[config.mk]
export PLATFORM = sky130hd
export DESIGN_NAME = dmalu_top
export DESIGN_NICKNAME = d
export VERILOG_FILES = /design/src/rtl/dmalu_pkg.sv /design/src/rtl/dmalu_digit.sv /design/src/rtl/dmalu_chain.sv /design/src/rtl/dmalu_select.sv /design/src/rtl/dmalu_top.sv
export SDC_FILE = /design/constraint.sdc
export NUM_CORES = 1
export LEC_CHECK = 0
export ABC_AREA = 1
export ABC_CLOCK_PERIOD_IN_PS = 4900
export BUFFER_PORTS_ARGS = -buffer_cell sky130_fd_sc_hd__clkbuf_2
export CORE_MARGIN = 5
export CORE_UTILIZATION = 40
export DETAILED_ROUTE_END_ITERATION = 16
export PLACE_DENSITY = 0.72
export SLEW_MARGIN = 20
export SYNTH_ARGS = -nofsm -noshare
export SYNTH_HDL_FRONTEND = slang
export SYNTH_HIERARCHICAL = 1
export SYNTH_SLANG_ARGS = --single-unit
[constraint.sdc]
create_clock -name clk -period 4.9 [get_ports clk]
set_clock_uncertainty 0.05 [all_clocks]
set_input_delay 0.98 -clock clk [delete_from_list [all_inputs] [get_ports clk]]
set_output_delay 0.98 -clock clk [all_outputs]
set_load 0.02 [all_outputs]
[src/rtl/dmalu_pkg.sv]
package dmalu_pkg;

  localparam int unsigned DIGIT_W = 4;

  typedef enum logic [2:0] {
    OP_XOR       = 3'b000,
    OP_AND       = 3'b001,
    OP_OR        = 3'b010,
    OP_PASS_R    = 3'b011,
    OP_ADD       = 3'b100,
    OP_R_MINUS_S = 3'b101,
    OP_S_MINUS_R = 3'b110,
    OP_PASS_S    = 3'b111
  } alu_op_e;

  // nines complement, wraps modulo 16 for non-decimal digits
  function automatic logic [DIGIT_W-1:0] nines(input logic [DIGIT_W-1:0] d);
    return 4'd9 - d;
  endfunction

  // decimal digit correction of a raw 5-bit digit sum: {carry, digit}
  function automatic logic [DIGIT_W:0] dec_fix(input logic [DIGIT_W:0] t);
    logic [DIGIT_W:0] adj;
    adj = t + 5'd6;
    if (t > 5'd9) return {1'b1, adj[DIGIT_W-1:0]};
    return {1'b0, t[DIGIT_W-1:0]};
  endfunction

endpackage

[src/rtl/dmalu_digit.sv]
module dmalu_digit
  import dmalu_pkg::*;
(
  input  logic [DIGIT_W-1:0] a_i,
  input  logic [DIGIT_W-1:0] b_i,
  input  logic               inv_a_i,
  input  logic               inv_b_i,
  input  logic               dec_i,
  input  logic               cin_i,
  output logic [DIGIT_W-1:0] y_o,
  output logic               cout_o
);

  logic [DIGIT_W-1:0] a_c, b_c;
  logic [DIGIT_W+1:0] ext_sum;
  logic [DIGIT_W:0]   raw, fixed;

  always_comb begin
    a_c = inv_a_i ? (dec_i ? nines(a_i) : ~a_i) : a_i;
    b_c = inv_b_i ? (dec_i ? nines(b_i) : ~b_i) : b_i;
    // carry-in rides in the low guard bit, carry-out lands in the top bit
    ext_sum = {1'b0, a_c, 1'b1} + {1'b0, b_c, cin_i};
    raw     = ext_sum[DIGIT_W+1:1];
    fixed   = dec_fix(raw);
    y_o     = dec_i ? fixed[DIGIT_W-1:0] : raw[DIGIT_W-1:0];
    cout_o  = dec_i ? fixed[DIGIT_W]     : raw[DIGIT_W];
  end

  // valid decimal digits in always give a valid decimal digit out
  always_comb begin
    if (dec_i && (a_i <= 4'd9) && (b_i <= 4'd9)) begin
      a_r7_digit_in_range: assert (y_o <= 4'd9);
    end
  end

endmodule

[src/rtl/dmalu_chain.sv]
module dmalu_chain
  import dmalu_pkg::*;
#(
  parameter int unsigned DIGITS = 2
) (
  input  logic [DIGITS*DIGIT_W-1:0] r_i,
  input  logic [DIGITS*DIGIT_W-1:0] s_i,
  input  logic                      inv_r_i,
  input  logic                      inv_s_i,
  input  logic                      dec_i,
  input  logic                      cin_i,
  output logic [DIGITS*DIGIT_W-1:0] sum_o,
  output logic                      cout_o
);

  logic [DIGITS:0] carry;

  assign carry[0] = cin_i;

  for (genvar g = 0; g < DIGITS; g++) begin : g_digit
    dmalu_digit i_digit (
      .a_i     (r_i[g*DIGIT_W +: DIGIT_W]),
      .b_i     (s_i[g*DIGIT_W +: DIGIT_W]),
      .inv_a_i (inv_r_i),
      .inv_b_i (inv_s_i),
      .dec_i   (dec_i),
      .cin_i   (carry[g]),
      .y_o     (sum_o[g*DIGIT_W +: DIGIT_W]),
      .cout_o  (carry[g+1])
    );
  end

  assign cout_o = carry[DIGITS];

endmodule

[src/rtl/dmalu_select.sv]
module dmalu_select
  import dmalu_pkg::*;
#(
  parameter int unsigned WIDTH = 8
) (
  input  alu_op_e          op_i,
  input  logic [WIDTH-1:0] r_i,
  input  logic [WIDTH-1:0] s_i,
  input  logic [WIDTH-1:0] sum_i,
  output logic [WIDTH-1:0] y_o
);

  always_comb begin
    unique case (op_i)
      OP_XOR:       y_o = r_i ^ s_i;
      OP_AND:       y_o = r_i & s_i;
      OP_OR:        y_o = r_i | s_i;
      OP_PASS_R:    y_o = r_i;
      OP_PASS_S:    y_o = s_i;
      default:      y_o = sum_i;
    endcase
  end

endmodule

[src/rtl/dmalu_top.sv]
module dmalu_top
  import dmalu_pkg::*;
#(
  parameter int unsigned DIGITS = 2
) (
  input  logic                      clk,
  input  logic                      rst,
  input  logic [2:0]                func_i,
  input  logic                      dec_i,
  input  logic                      cin_sel_i,
  input  logic                      df_i,
  input  logic [DIGITS*DIGIT_W-1:0] r_i,
  input  logic [DIGITS*DIGIT_W-1:0] s_i,
  output logic [DIGITS*DIGIT_W-1:0] y_o,
  output logic                      cout_o
);

  localparam int unsigned WIDTH = DIGITS * DIGIT_W;

  alu_op_e          op;
  logic             cin;
  logic [WIDTH-1:0] sum, res;
  logic             add_cout;

  assign op  = alu_op_e'(func_i);
  assign cin = cin_sel_i ? df_i : (func_i[1] | func_i[0]);

  dmalu_chain #(.DIGITS(DIGITS)) i_chain (
    .r_i     (r_i),
    .s_i     (s_i),
    .inv_r_i (func_i[1]),
    .inv_s_i (func_i[0]),
    .dec_i   (dec_i),
    .cin_i   (cin),
    .sum_o   (sum),
    .cout_o  (add_cout)
  );

  dmalu_select #(.WIDTH(WIDTH)) i_select (
    .op_i  (op),
    .r_i   (r_i),
    .s_i   (s_i),
    .sum_i (sum),
    .y_o   (res)
  );

  always_ff @(posedge clk) begin
    if (rst) begin
      y_o    <= '0;
      cout_o <= 1'b0;
    end else begin
      y_o    <= res;
      cout_o <= add_cout;
    end
  end

  // pass S reaches the output one clock later
  a_r2_pass_s: assert property (@(posedge clk) disable iff (rst)
    (func_i == 3'b111) |=> (y_o == $past(s_i)));

  // and function
  a_r2_and: assert property (@(posedge clk) disable iff (rst)
    (func_i == 3'b001) |=> (y_o == ($past(r_i) & $past(s_i))));

  // zero operands with external carry give the carry flag as result
  a_r4_df_carry: assert property (@(posedge clk) disable iff (rst)
    (func_i == 3'b100 && cin_sel_i && !dec_i && r_i == '0 && s_i == '0)
    |=> (y_o == WIDTH'($past(df_i)) && !cout_o));

  // subtracting equal operands yields zero with no borrow in both modes
  a_r8_self_sub: assert property (@(posedge clk) disable iff (rst)
    (func_i == 3'b101 && !cin_sel_i && r_i == s_i)
    |=> (y_o == '0 && cout_o));

endmodule

==> impl_metrics.sql <==
INSERT INTO impl_metrics (metric_group, metric, value, unit) VALUES
('run_status', 'status', 'finished clean', ''),
('clock_tree', 'clk_root_buffer_cell', 'sky130_fd_sc_hd__clkbuf_8', ''),
('synth', 'synthesis.area_per_instance', '6.05', 'um2'),
('synth', 'synth_enable_flop_cells', '0', ''),
('route', 'finalWirelength', '4.76', 'mm'),
('clock_tree', 'clk_path_buf_depth', '2', ''),
('worst_setup_path', 'worstPathMaxFanout', '5', ''),
('final_layout', 'drive_gt1_frac', '0.180', ''),
('worst_setup_path', 'criticalPathCategory', 'in -> reg', ''),
('clock_tree', 'cts.sink_count', '9', ''),
('pwr', 'p_int', '306', 'uW'),
('clock_tree', 'tritoncts', 'built', ''),
('global_route', 'antenna_found_initial', '0', ''),
('final_layout', 'final_cells', '443', ''),
('global_route', 'first_global_vias', '1846', ''),
('place', 'numPlacedInstances', '439', ''),
('clock_tree', 'post_cts.resized_instances', '0', ''),
('die', 'placementRows', '26', ''),
('place', 'io_buffer_count', '32', ''),
('pwr', 'share_seq_of_total_power', '0.150', ''),
('global_route', 'grt_first_pass_wirelength', '8.08', 'mm'),
('clock_tree', 'postCtsSetupRepairBufs', '0', ''),
('worst_setup_path', 'timing.critical_path.mode_cell', 'sky130_fd_sc_hd__inv_1', ''),
('place', 'dp_hpwl', '3.92', 'mm'),
('route', 'dr_total_vias', '2093', ''),
('pwr', 'clockPowerShare', '0.143', ''),
('route', 'detailedRoute.firstIterationViolations', '127', ''),
('clock_tree', 'cts-hold-fix-buffers', '0', ''),
('clock_tree', 'cts_htree_levels', '1', ''),
('route', 'met3RoutedLength', '163', 'um'),
('pwr', 'relative_contribution_of_combinational_cells_to_total_power', '0.706', ''),
('timing', 'setup_slack', '0.301', 'ns'),
('worst_setup_path', 'cp_data_required_time', '4.97', 'ns'),
('timing', 'setup_violations', '0', ''),
('timing', 'max_freq', '0.217', 'GHz'),
('worst_setup_path', 'cp_slowest_stage_delay', '0.39', 'ns'),
('timing', 'finalHoldViolations', '0', ''),
('timing', 'tightest_slew', '0.363', 'ns'),
('clock_tree', 'clk_pin_slew', '0.04', 'ns'),
('die', 'io_pins', '33', ''),
('route', 'route.met2.wl', '2.35', 'mm'),
('global_route', 'grt_max_degree', '34', ''),
('synth', 'synthesis.nets', '391', ''),
('final_layout', 'final_cell_mix', 'sky130_fd_sc_hd__nand2_1, sky130_fd_sc_hd__inv_1, sky130_fd_sc_hd__clkbuf_2', ''),
('worst_setup_path', 'cp.arrival', '4.67', 'ns'),
('timing', 'max_slew_margin', '0.758', ''),
('worst_setup_path', 'critPathSlowestCell', 'sky130_fd_sc_hd__fa_2', ''),
('synth', 'yosys.area.top_type_share', '0.185', ''),
('die', 'dieWidth', '81.2', 'um'),
('route', 'route.layer.met1.wl', '2.23', 'mm'),
('worst_setup_path', 'startpoint', 's_i[2]', ''),
('die', 'initial_core_util', '0.404', ''),
('worst_hold_path', 'min-delay-path-class', 'in -> reg', ''),
('synth', 'netlist.top_cell.by_area', 'sky130_fd_sc_hd__ha_1', ''),
('run', 'timing.max_cap.violations', '0', ''),
('route', 'highest-signal-layer', 'met4', ''),
('synth', 'post_synth_main_area_contributors', 'sky130_fd_sc_hd__ha_1, sky130_fd_sc_hd__nand2_1, sky130_fd_sc_hd__inv_1', ''),
('synth', 'cell_count_after_synthesis', '335', ''),
('route', 'drc_errors', '0', ''),
('clock_tree', 'cts_inserted_buffers', '3', ''),
('synth', 'yosysSeqAreaShare', '0.0889', ''),
('die', 'die_h', '81.2', 'um'),
('timing', 'layout_worst_path_cycle_share', '0.939', ''),
('synth', 'flops_latches_synth', '9', ''),
('place', 'finalWeightedCongestion', '0.829', ''),
('final_layout', 'layout.cells.most_common', 'sky130_fd_sc_hd__nand2_1', ''),
('place', 'pre_cts_slack', '-0.0920', 'ns'),
('route', 'routed_wire_length_per_instance', '10.7', 'um'),
('route', 'drtAntennaViolNets', '0', ''),
('synth', 'synth.cell_area', '2030', 'um2'),
('synth', 'yosysWarnings', '6', '');
-- flip-flops by register name, summed over array words and instances (netlist names) --
name and flops:
y_o 8, cout_o 1
-- power by group through the flow --
stage / Sequential (uW) / Combinational, uW / Clock (uW)
finish: 88.0 / 413 / 83.7
global route: 89.0 / 478 / 91.2
CTS: 88.1 / 405 / 86.0
detailed placement: 89.4 / 403 / 0
global placement: 89.1 / 394 / 0
floorplan: 105 / 287 / 0
-- synthesized netlist by cell type (2+ instances only) --
master / number
sky130_fd_sc_hd__or2_1: 2
sky130_fd_sc_hd__buf_6: 2
sky130_fd_sc_hd__nor2_4: 3
sky130_fd_sc_hd__buf_4: 4
sky130_fd_sc_hd__nand4_1: 16
sky130_fd_sc_hd__nand3_1: 31
sky130_fd_sc_hd__nand3b_1: 7
sky130_fd_sc_hd__nor3_1: 2
sky130_fd_sc_hd__o21ai_0: 15
sky130_fd_sc_hd__xnor2_1: 7
sky130_fd_sc_hd__fa_1: 2
sky130_fd_sc_hd__nand2_2: 8
sky130_fd_sc_hd__nor2_1: 27
sky130_fd_sc_hd__inv_1: 68
sky130_fd_sc_hd__o21ai_1: 6
sky130_fd_sc_hd__a21oi_1: 6
sky130_fd_sc_hd__ha_1: 30
sky130_fd_sc_hd__nand2_1: 75
sky130_fd_sc_hd__dfxtp_1: 9
sky130_fd_sc_hd__xor2_1: 6
sky130_fd_sc_hd__nand2_4: 2
sky130_fd_sc_hd__buf_2: 2
-- worst max-delay path: cells and delay by family --
kind / cells / cell delay [ns]
AOI/OAI and AO/OA: 4 / 0.47
xor gates and xnor gates: 1 / 0.16
adders and majority gates: 5 / 1.36
buffers and inverters: 9 / 0.65
and+or+nand+nor: 15 / 1.03
-- routing by layer --
layer / global-route usage / vias up
met4: 0.0203 / 0
li1: - / 1142
met5: 0 / -
met1: 0.192 / 905
met2: 0.284 / 42
met3: 0.0111 / 4
-- logic make-up (layout without fill, tap and decap cells) --
| logic type | after synthesis | count (layout) | synth area share |
|---|---|---|---|
| compound gates | 28 | 28 | 0.0710 |
| xor+xnor | 13 | 13 | 0.0562 |
| fa+ha+maj | 32 | 32 | 0.205 |
| buf+inv | 77 | 115 | 0.159 |
| flops | 9 | 9 | 0.0889 |
| simple gates | 176 | 176 | 0.420 |
-- final cells by class --
class | count | area [um2]
well taps | 70 | 87.6
clock buffers | 4 | 45.0
repair buffers | 42 | 235
multi-input cells | 249 | 1550
flip-flops and latches | 9 | 180
inverters | 69 | 259
fillers | 545 | 2650
-- worst min path at each step --
stage                     from                 to  cells after the start
after floorplan            rst  cout_o$_SDFF_PP0_                      2
after global placement     rst  y_o[7]$_SDFF_PP0_                      2
after detailed placement   rst  y_o[6]$_SDFF_PP0_                      2
after CTS                  rst  y_o[6]$_SDFF_PP0_                      2
after global routing       rst  y_o[6]$_SDFF_PP0_                      2
final                      rst  y_o[7]$_SDFF_PP0_                      2
-- through the flow --
| step | util | area (um2) | hold WS [ns] | power (uW) |
|---|---|---|---|---|
| after global routing | 0.471 | 2360 | 1.01 | 658 |
| after floorplan | - | 2030 | 1.11 | 392 |
| after detailed placement | 0.456 | 2290 | 1.25 | 492 |
| final | 0.471 | 2360 | 0.996 | 585 |
| after global placement | 0.456 | 2290 | 1.23 | 483 |
| after CTS | 0.465 | 2330 | 1.00 | 579 |
Power figures use the tool's default switching activity.
